## src/rtl/pcm_hw_pkg.sv

```systemverilog
`timescale 1ns/1ps
package pcm_hw_pkg;
    localparam int SLOT_W        = 7;
    localparam int SLOT_SH       = 3;
    localparam int BITS_PER_SLOT = 1 << SLOT_SH;
    localparam int POS_W         = SLOT_W + SLOT_SH + 1;
    localparam int SAMP_W        = 2 * BITS_PER_SLOT;
    localparam int OFF_W         = SLOT_SH + 1;
    localparam int DLY_W         = 3;

    typedef logic [POS_W-1:0]  pos_t;
    typedef logic [SLOT_W-1:0] slot_t;
    typedef logic [SAMP_W-1:0] samp_t;

    typedef struct packed {
        logic             hit;
        logic [OFF_W-1:0] off;
    } win_t;

    typedef struct packed {
        logic linear;
        logic alaw;
    } mode_t;

    // Decide whether a bit position falls in a slot window; give the offset inside it
    function automatic win_t slot_window(pos_t pos, slot_t slot, logic lin);
        pos_t base;
        pos_t diff;
        pos_t span;
        win_t w;
        base  = pos_t'(slot) << SLOT_SH;
        diff  = pos - base;
        span  = lin ? pos_t'(SAMP_W) : pos_t'(BITS_PER_SLOT);
        w.hit = (pos >= base) && (diff < span);
        w.off = diff[OFF_W-1:0];
        return w;
    endfunction

    // Serial bit for a given offset, MSB first
    function automatic logic pick_bit(samp_t s, logic [OFF_W-1:0] off, logic lin);
        int idx;
        idx = lin ? (SAMP_W - 1 - int'(off)) : (BITS_PER_SLOT - 1 - int'(off[SLOT_SH-1:0]));
        return s[idx];
    endfunction
endpackage

```

## src/rtl/pcm_frame_timer.sv

```systemverilog
`timescale 1ns/1ps
module pcm_frame_timer
    import pcm_hw_pkg::*;
(
    input  logic             clk,
    input  logic             rst,
    input  logic             fsync,
    input  logic [DLY_W-1:0] sync_shift,
    input  logic             cfg_linear,
    input  logic             cfg_alaw,
    output logic             isync,
    output pos_t             pos,
    output logic             frame_ok,
    output pos_t             nxt_pos,
    output logic             nxt_ok,
    output logic             nxt_lin,
    output mode_t            mode_q
);
    localparam int DLY_MAX = (1 << DLY_W) - 1;

    logic               fs_q;
    logic               fs_rise;
    logic [DLY_MAX:1]   dly;
    logic [DLY_MAX:0]   taps;

    assign fs_rise = fsync & ~fs_q;
    assign taps    = {dly, fs_rise};
    assign isync   = taps[sync_shift];

    assign nxt_pos = isync ? '0 : ((&pos) ? pos : pos + 1'b1);
    assign nxt_ok  = isync | frame_ok;
    assign nxt_lin = isync ? cfg_linear : mode_q.linear;

    always_ff @(posedge clk) begin
        if (rst) begin
            fs_q     <= 1'b0;
            dly      <= '0;
            pos      <= '1;
            frame_ok <= 1'b0;
            mode_q   <= '0;
        end else begin
            fs_q     <= fsync;
            dly      <= {dly[DLY_MAX-1:1], fs_rise};
            pos      <= nxt_pos;
            frame_ok <= nxt_ok;
            if (isync) begin
                mode_q.linear <= cfg_linear;
                mode_q.alaw   <= cfg_alaw;
            end
        end
    end

    p_restart_r3: assert property (@(posedge clk) disable iff (rst)
        isync |=> (pos == '0) && frame_ok);

    p_count_up_r11: assert property (@(posedge clk) disable iff (rst)
        (!isync && frame_ok && !(&pos)) |=> (pos == $past(pos) + 1'b1));

    p_mode_hold_r6: assert property (@(posedge clk) disable iff (rst)
        !isync |=> $stable(mode_q));
endmodule

```

## src/rtl/pcm_tx_lane.sv

```systemverilog
`timescale 1ns/1ps
module pcm_tx_lane
    import pcm_hw_pkg::*;
(
    input  logic  clk,
    input  logic  rst,
    input  logic  isync,
    input  pos_t  nxt_pos,
    input  logic  nxt_ok,
    input  logic  nxt_lin,
    input  slot_t slot,
    input  samp_t sample_in,
    output logic  req,
    output logic  dbit
);
    samp_t held;
    samp_t src;
    win_t  w;

    always_ff @(posedge clk) begin
        if (rst) held <= '0;
        else if (isync) held <= sample_in;
    end

    assign src  = isync ? sample_in : held;
    assign w    = slot_window(nxt_pos, slot, nxt_lin);
    assign req  = nxt_ok & w.hit;
    assign dbit = pick_bit(src, w.off, nxt_lin);

    p_hold_sample_r5: assert property (@(posedge clk) disable iff (rst)
        !isync |=> $stable(held));
endmodule

```

## src/rtl/pcm_rx_lane.sv

```systemverilog
`timescale 1ns/1ps
module pcm_rx_lane
    import pcm_hw_pkg::*;
(
    input  logic  clk,
    input  logic  rst,
    input  pos_t  pos,
    input  logic  frame_ok,
    input  logic  lin,
    input  slot_t slot,
    input  logic  rx_bit,
    output samp_t sample,
    output logic  valid
);
    samp_t shreg;
    win_t  w;
    logic  last;

    assign w    = slot_window(pos, slot, lin);
    assign last = w.off == (lin ? OFF_W'(SAMP_W - 1) : OFF_W'(BITS_PER_SLOT - 1));

    always_ff @(posedge clk) begin
        if (rst) begin
            shreg  <= '0;
            sample <= '0;
            valid  <= 1'b0;
        end else begin
            valid <= 1'b0;
            if (frame_ok && w.hit) begin
                shreg <= {shreg[SAMP_W-2:0], rx_bit};
                if (last) begin
                    sample <= lin ? {shreg[SAMP_W-2:0], rx_bit}
                                  : {{(SAMP_W-BITS_PER_SLOT){1'b0}},
                                     shreg[BITS_PER_SLOT-2:0], rx_bit};
                    valid  <= 1'b1;
                end
            end
        end
    end

    p_valid_pulse_r8: assert property (@(posedge clk) disable iff (rst)
        valid |=> !valid);

    p_valid_framed_r8: assert property (@(posedge clk) disable iff (rst)
        valid |-> $past(frame_ok));

    p_sample_steady_r8: assert property (@(posedge clk) disable iff (rst)
        !valid |-> $stable(sample));
endmodule

```

## src/rtl/pcm_highway_port.sv

```systemverilog
`timescale 1ns/1ps
module pcm_highway_port
    import pcm_hw_pkg::*;
#(
    parameter int N_CH = 4
) (
    input  logic                     clk,
    input  logic                     rst,
    input  logic                     fsync,
    input  logic [DLY_W-1:0]         sync_shift,
    input  logic                     cfg_linear,
    input  logic                     cfg_alaw,
    input  logic [N_CH*SLOT_W-1:0]   tx_slot,
    input  logic [N_CH*SLOT_W-1:0]   rx_slot,
    input  logic [N_CH*SAMP_W-1:0]   tx_sample,
    output logic                     tx_data,
    output logic                     tx_oe,
    input  logic                     rx_data,
    output logic [N_CH*SAMP_W-1:0]   rx_sample,
    output logic [N_CH-1:0]          rx_valid,
    output logic                     law_alaw
);
    logic  isync;
    pos_t  pos;
    logic  frame_ok;
    pos_t  nxt_pos;
    logic  nxt_ok;
    logic  nxt_lin;
    mode_t mode_q;
    logic  rx_neg;

    logic [N_CH-1:0] req;
    logic [N_CH-1:0] dbit;
    logic            any_req;
    logic            sel_bit;

    pcm_frame_timer u_timer (
        .clk        (clk),
        .rst        (rst),
        .fsync      (fsync),
        .sync_shift (sync_shift),
        .cfg_linear (cfg_linear),
        .cfg_alaw   (cfg_alaw),
        .isync      (isync),
        .pos        (pos),
        .frame_ok   (frame_ok),
        .nxt_pos    (nxt_pos),
        .nxt_ok     (nxt_ok),
        .nxt_lin    (nxt_lin),
        .mode_q     (mode_q)
    );

    // Receive data is taken on the falling edge, half a bit after launch
    always_ff @(negedge clk) rx_neg <= rx_data;

    for (genvar g = 0; g < N_CH; g++) begin : g_lane
        pcm_tx_lane u_tx (
            .clk       (clk),
            .rst       (rst),
            .isync     (isync),
            .nxt_pos   (nxt_pos),
            .nxt_ok    (nxt_ok),
            .nxt_lin   (nxt_lin),
            .slot      (tx_slot[g*SLOT_W +: SLOT_W]),
            .sample_in (tx_sample[g*SAMP_W +: SAMP_W]),
            .req       (req[g]),
            .dbit      (dbit[g])
        );
        pcm_rx_lane u_rx (
            .clk      (clk),
            .rst      (rst),
            .pos      (pos),
            .frame_ok (frame_ok),
            .lin      (mode_q.linear),
            .slot     (rx_slot[g*SLOT_W +: SLOT_W]),
            .rx_bit   (rx_neg),
            .sample   (rx_sample[g*SAMP_W +: SAMP_W]),
            .valid    (rx_valid[g])
        );
    end

    // Fixed priority: the lowest channel index owns a contested position
    always_comb begin
        any_req = 1'b0;
        sel_bit = 1'b0;
        for (int i = 0; i < N_CH; i++) begin
            if (req[i] && !any_req) begin
                any_req = 1'b1;
                sel_bit = dbit[i];
            end
        end
    end

    always_ff @(posedge clk) begin
        if (rst) begin
            tx_oe   <= 1'b0;
            tx_data <= 1'b0;
        end else begin
            tx_oe   <= any_req;
            tx_data <= any_req & sel_bit;
        end
    end

    assign law_alaw = mode_q.alaw;

    p_low_wins_r9: assert property (@(posedge clk) disable iff (rst)
        req[0] |=> tx_oe && (tx_data == $past(dbit[0])));

    p_oe_framed_r7: assert property (@(posedge clk) disable iff (rst)
        tx_oe |-> frame_ok);

    p_idle_low_r7: assert property (@(posedge clk) disable iff (rst)
        !tx_oe |-> !tx_data);

    p_quiet_before_sync_r10: assert property (@(posedge clk) disable iff (rst)
        !frame_ok |-> (rx_valid == '0));
endmodule

```

## config.mk

```make
export PLATFORM = sky130hd
export DESIGN_NAME = pcm_highway_port
export DESIGN_NICKNAME = d
export VERILOG_FILES = /design/src/rtl/pcm_hw_pkg.sv /design/src/rtl/pcm_frame_timer.sv /design/src/rtl/pcm_tx_lane.sv /design/src/rtl/pcm_rx_lane.sv /design/src/rtl/pcm_highway_port.sv
export SDC_FILE = /design/constraint.sdc
export NUM_CORES = 1
export LEC_CHECK = 0
export ABC_CLOCK_PERIOD_IN_PS = 4380
export CAP_MARGIN = 20
export CORE_ASPECT_RATIO = 0.75
export CORE_MARGIN = 2
export CORE_UTILIZATION = 48
export CTS_CLUSTER_SIZE = 25
export DETAILED_ROUTE_END_ITERATION = 10
export GPL_TIMING_DRIVEN = 0
export PLACE_DENSITY = 0.86
export SLEW_MARGIN = 10
export SYNTH_ARGS = -nofsm -noshare
export SYNTH_HDL_FRONTEND = slang
export SYNTH_SLANG_ARGS = --single-unit
```

## constraint.sdc

```tcl
create_clock -name clk -period 4.38 [get_ports clk]
set_input_delay 0.657 -clock clk [delete_from_list [all_inputs] [get_ports clk]]
set_output_delay 0.657 -clock clk [all_outputs]
set_load 0.005 [all_outputs]
```

After elaboration in Yosys (flattened, before gate mapping):

Cells that the tools add are included.

* bits in registers: 217
* input port bits: 129
* output and inout port bits: 71
* logic and storage cells: 150

* add/subtract/negate cells: 17
* $lt $le $gt $ge: 21
* equality and inequality tests: 4
* muxes and demuxes: 44
* bitwise gates (word level): 12
* reduce and logical (&&, ||, !) cells: 27

Operator list (number)
* $lt 32x6->1 const B: 4
* $mux 16: 8
* $mux 32: 4
* $ge 11x10->1: 8
* $sub 11x10->11: 8
* $lt 11x11->1: 6
* $lt 11x5->1: 2
* $mux 1: 22
* $mux 11: 2
* $sub 4x4->5 const A: 4
* $bmux 1 s4: 4
* $eq 4x4->1: 4
* $sub 3x3->4 const A: 4
* $logic_and 1x1->1: 15
* $add 11x1->11 const B: 1
* $reduce_and 11->1: 1
* $mux 5: 2
* $reduce_and 2->1: 4
* $reduce_or 2->1: 4
* $and 1x1->1: 6
* $not 1->1: 5
* $lt 3x4->1 const B: 1
* $mux 4: 1
* $bmux 1 s3: 1
* 2 further kinds: 4

Logic depth before layout (Yosys ltp):

Gate-level depths: netlist (run 1).

* depth after elaboration: 20
* mapped depth: 19

By module:

A second synthesis (run 1) with hierarchy kept.

* cell total of the unflattened synthesis: 1250
* area, all modules: 12717.2 um^2

By module, submodules not included
* pcm_tx_lane at g_lane[0].u_tx ...: instances 3, cells an instance 114, area an instance 1176.1 um^2, seq. area each 320.3 um^2
* pcm_rx_lane at g_lane[0].u_rx ...: instances 2, cells an instance 165, area an instance 1702.9 um^2, seq. area each 640.6 um^2
* pcm_rx_lane at g_lane[1].u_rx: instances 1, cells an instance 176, area an instance 1771.7 um^2, seq. area each 640.6 um^2
* pcm_rx_lane at g_lane[2].u_rx: instances 1, cells an instance 165, area an instance 1706.6 um^2, seq. area each 640.6 um^2
* pcm_tx_lane at g_lane[3].u_tx: instances 1, cells an instance 115, area an instance 1166.1 um^2, seq. area each 320.3 um^2
* pcm_frame_timer: instances 1, cells an instance 110, area an instance 1022.2 um^2, seq. area each 440.4 um^2
* pcm_highway_port: instances 1, cells an instance 12, area an instance 116.4 um^2, seq. area each 60.1 um^2

==> results.sh, run 1 <==
export IMPL_fill_cells=1897
export IMPL_groute_usage_overall_pct=25.7
export IMPL_hold_buffers=0
export IMPL_synth_distinct_cells=75
export IMPL_maxSlewHeadroom_pct=34.5
export IMPL_synth_main_ff_cell="dfxtp_1"
export IMPL_ys_seq_elements=217
export IMPL_start_kind="input port"
export IMPL_vias=10700
export IMPL_holdPathEnd="u_timer.dly[1]"
export IMPL_final_period_utilization_pct=96.9
export IMPL_path_buf_inv=3
export IMPL_min_period_ns=4.25
export IMPL_hold_viol=0
export IMPL_route_detailed_drc=0
export IMPL_syn_cell_area_sq_um=11300
export IMPL_num_nets_final=1821
export IMPL_finish_utilization_pct=63.6
export IMPL_placedInstanceArea_sq_um=13700
export IMPL_finalPower_mw=5.58
export IMPL_fin_ws_ns=0.134
export IMPL_cp_slowest_stage_delay_ns=0.58
export IMPL_finalNonFillerCells=1933
export IMPL_overflow=0
export IMPL_crit_path_end_kind="register"
export IMPL_timing_rr_end="tx_data"
export IMPL_powerDensity_nw_per_um2=380
export IMPL_grt_max_degree=15
export IMPL_cp_required_ns=4.83
export IMPL_htreeDepth=1
export IMPL_antenna_found_initial=4
export IMPL_synth_edf_count=0
export IMPL_crit_chain="clkdlybuf4s50_1 > mux4_2 > nor2b_4 > nor2_4 > buf_8 > or2_4 > ha_1 > inv_1 > fa_1 > ha_1 > o21ai_0 > o2111ai_2 > or4_4 > a211o_1 > o211ai_2 > o311a_1"
export IMPL_dp_cells=1882
export IMPL_routabilityCongestion=0.896
export IMPL_rows=48
export IMPL_cts_tree="built"
export IMPL_port_buffers=198
export IMPL_max_cap_viol_count=0
export IMPL_drt_iter0_drc=945
export IMPL_fmax_mhz=236
export IMPL_cp_slowest_cell="or4_4"
export IMPL_min_from="u_timer.fs_q"
export IMPL_worstPathMaxFanout=7
export IMPL_setup_viol=0
export IMPL_ys_warn_count=0
export IMPL_vdd_drop_max_mv=0.267
export IMPL_hpwl_mm=24.3
export IMPL_start_util_pct=49.0
export IMPL_worst_pin_slew_ns=0.974
export IMPL_first_pass_iters=9
export IMPL_clock_latency_ns=0.57
export IMPL_hold_path_class="reg -> reg"
export IMPL_root_buffer="clkbuf_16"
export IMPL_viasPerCell=5.56
export IMPL_core_area_sq_um=23100
export IMPL_ff2ff_setup_slack_ns=0.16
export IMPL_clkTransAtPathRegs_ns=0.06
export IMPL_ios=200
export IMPL_wl_per_cell_um=17.0
export IMPL_syn_to_final_growth_pct=29.8
export IMPL_r2r_start="u_timer.pos[7]"
export IMPL_syn_avg_cell_area_sq_um=8.17
export IMPL_syn_inst=1384
export IMPL_cellLeakagePower_nw=5.87
export IMPL_cts_made_buffers=22
export IMPL_synth_fp_nets=1590
export IMPL_hold_path_cell_count=1
export IMPL_ff2ff_path_depth=15
export IMPL_grt_pass1_vias=10600
export IMPL_cts_max_path_buffers=3
export IMPL_cts_sinks=217
export IMPL_ant_nets=0
export IMPL_synthArstFlopShare_pct=0
export IMPL_critical_path_top_delay_family="simple AND/OR/NAND/NOR gates"
export IMPL_grt_pass1_wl_mm=51.8
export IMPL_ys_seq_area_share_pct=38.4
export IMPL_dp_slack_ns=-1.26
export IMPL_status="complete, no violations"
export IMPL_finClkSkew_ns=0.0520
export IMPL_finish_instance_area_sq_um=14700
export IMPL_die_area_sq_um=24800
export IMPL_die_width_um=181
export IMPL_dieHeight_um=137
export IMPL_drive_above_1_share_pct=7.06
export IMPL_worstPathArrival_ns=4.69
export IMPL_final_max_slew_viol_count=0
export IMPL_wl_mm=32.9
export IMPL_path_class="in -> reg"
export IMPL_crit_top_cell="ha_1"
## cell families after synthesis
logic type	count (synthesis)	share of synthesized area (%)
compound gates	292	15.6
fa+ha+maj	79	9.23
xor+xnor	24	1.86
simple gates	519	20.4
mux	100	9.03
buf+inv	153	5.44
flops	217	38.4
## timing repair
item	4_1_cts	5_1_grt
endpoints found under the setup margin	2	21
resized for setup	21	31
setup buffers	3	7
pin swaps	3	14
## cell usage after synthesis (15+ instances only)
master / instances / area (sq um)
o21ai_0: 31 / 155
nor2_1: 116 / 435
nor2b_1: 17 / 106
inv_1: 78 / 293
ha_1: 69 / 863
nand2_1: 260 / 976
nand2b_1: 23 / 144
mux2i_1: 93 / 931
a21oi_1: 166 / 831
dfxtp_1: 217 / 4340
xnor2_1: 15 / 131
nand3_1: 44 / 220
clkbuf_1: 53 / 199
## worst max-delay path by stage
stage | cells past startpoint | end | from | slack (ns)
3_5_place_dp | 17 | tx_data | sync_shift[0] | -1.26
5_1_grt | 17 | tx_data | u_timer.pos[7] | -0.02
4_1_cts | 18 | tx_data | fsync | 0.009
3_3_place_gp | 19 | tx_data | sync_shift[0] | -1.21
6_report | 16 | tx_data | sync_shift[1] | 0.13
2_1_floorplan | 17 | tx_data | sync_shift[0] | 0.004
## cells in the final DEF, fill, tap and decap left out, drive strengths merged, types with 45 or more instances in the layout
cell type / n
nand2: 260
dfxtp: 217
clkdlybuf4s50: 196
a21oi: 166
nor2: 116
mux2i: 93
clkbuf: 80
inv: 79
ha: 69
nand3: 45
## layout make-up
class | count | area [sq um] | area share (%)
multi-input combinational | 1014 | 6490 | 44.2
sequential | 217 | 4350 | 29.7
timing repair buffer | 208 | 2060 | 14.1
clock buffer | 29 | 607 | 4.14
tap | 300 | 375 | 2.56
buffer | 74 | 349 | 2.38
inverter | 77 | 289 | 1.97
clock inverter | 11 | 140 | 0.955
antenna | 3 | 7.51 | 0.0512
## power breakdown
group          total (mW)  internal [mW]  switching [mW]
clock                1.91           1.11           0.801
sequential           2.10           2.03          0.0645
combinational        1.57          0.684           0.890
## flip-flops by register name, summed over array words and instances, names as in the netlist
| register | cells |
|---|---|
| u_timer.mode_q | 2 |
| g_lane.u_rx.shreg | 60 |
| g_lane.u_rx.sample | 64 |
| tx_oe | 1 |
| u_timer.fs_q | 1 |
| u_timer.pos | 11 |
| tx_data | 1 |
| u_timer.frame_ok | 1 |
| g_lane.u_tx.held | 64 |
| rx_neg | 1 |
| u_timer.dly | 7 |
| g_lane.u_rx.valid | 4 |
## through the flow
stage	hold slack (ns)	setup TNS [ns]
after floorplan	0.385	0
after global placement	0.390	-5.45
after detailed placement	0.400	-5.97
after CTS	0.409	0
after global routing	0.440	-0.0220
final	0.417	0
## layer usage
metal	vias to the layer above	part of all wire [%]	GRT usage, %	wire length (um)
met5	-	0.033	0	11
met4	2	2.6	7.99	869
met3	88	9.0	5.69	2970
met2	466	45	43.4	14800
met1	4981	43	33.0	14200
li1	5204	-	-	-
(Power assumes the default switching activity.)
==> inputs of run 2 (changes only) <==
- SLEW_MARGIN: 10 -> not set
==> results of run 2 <==
The final DEF is identical to that of run 1; final timing and power are the same.
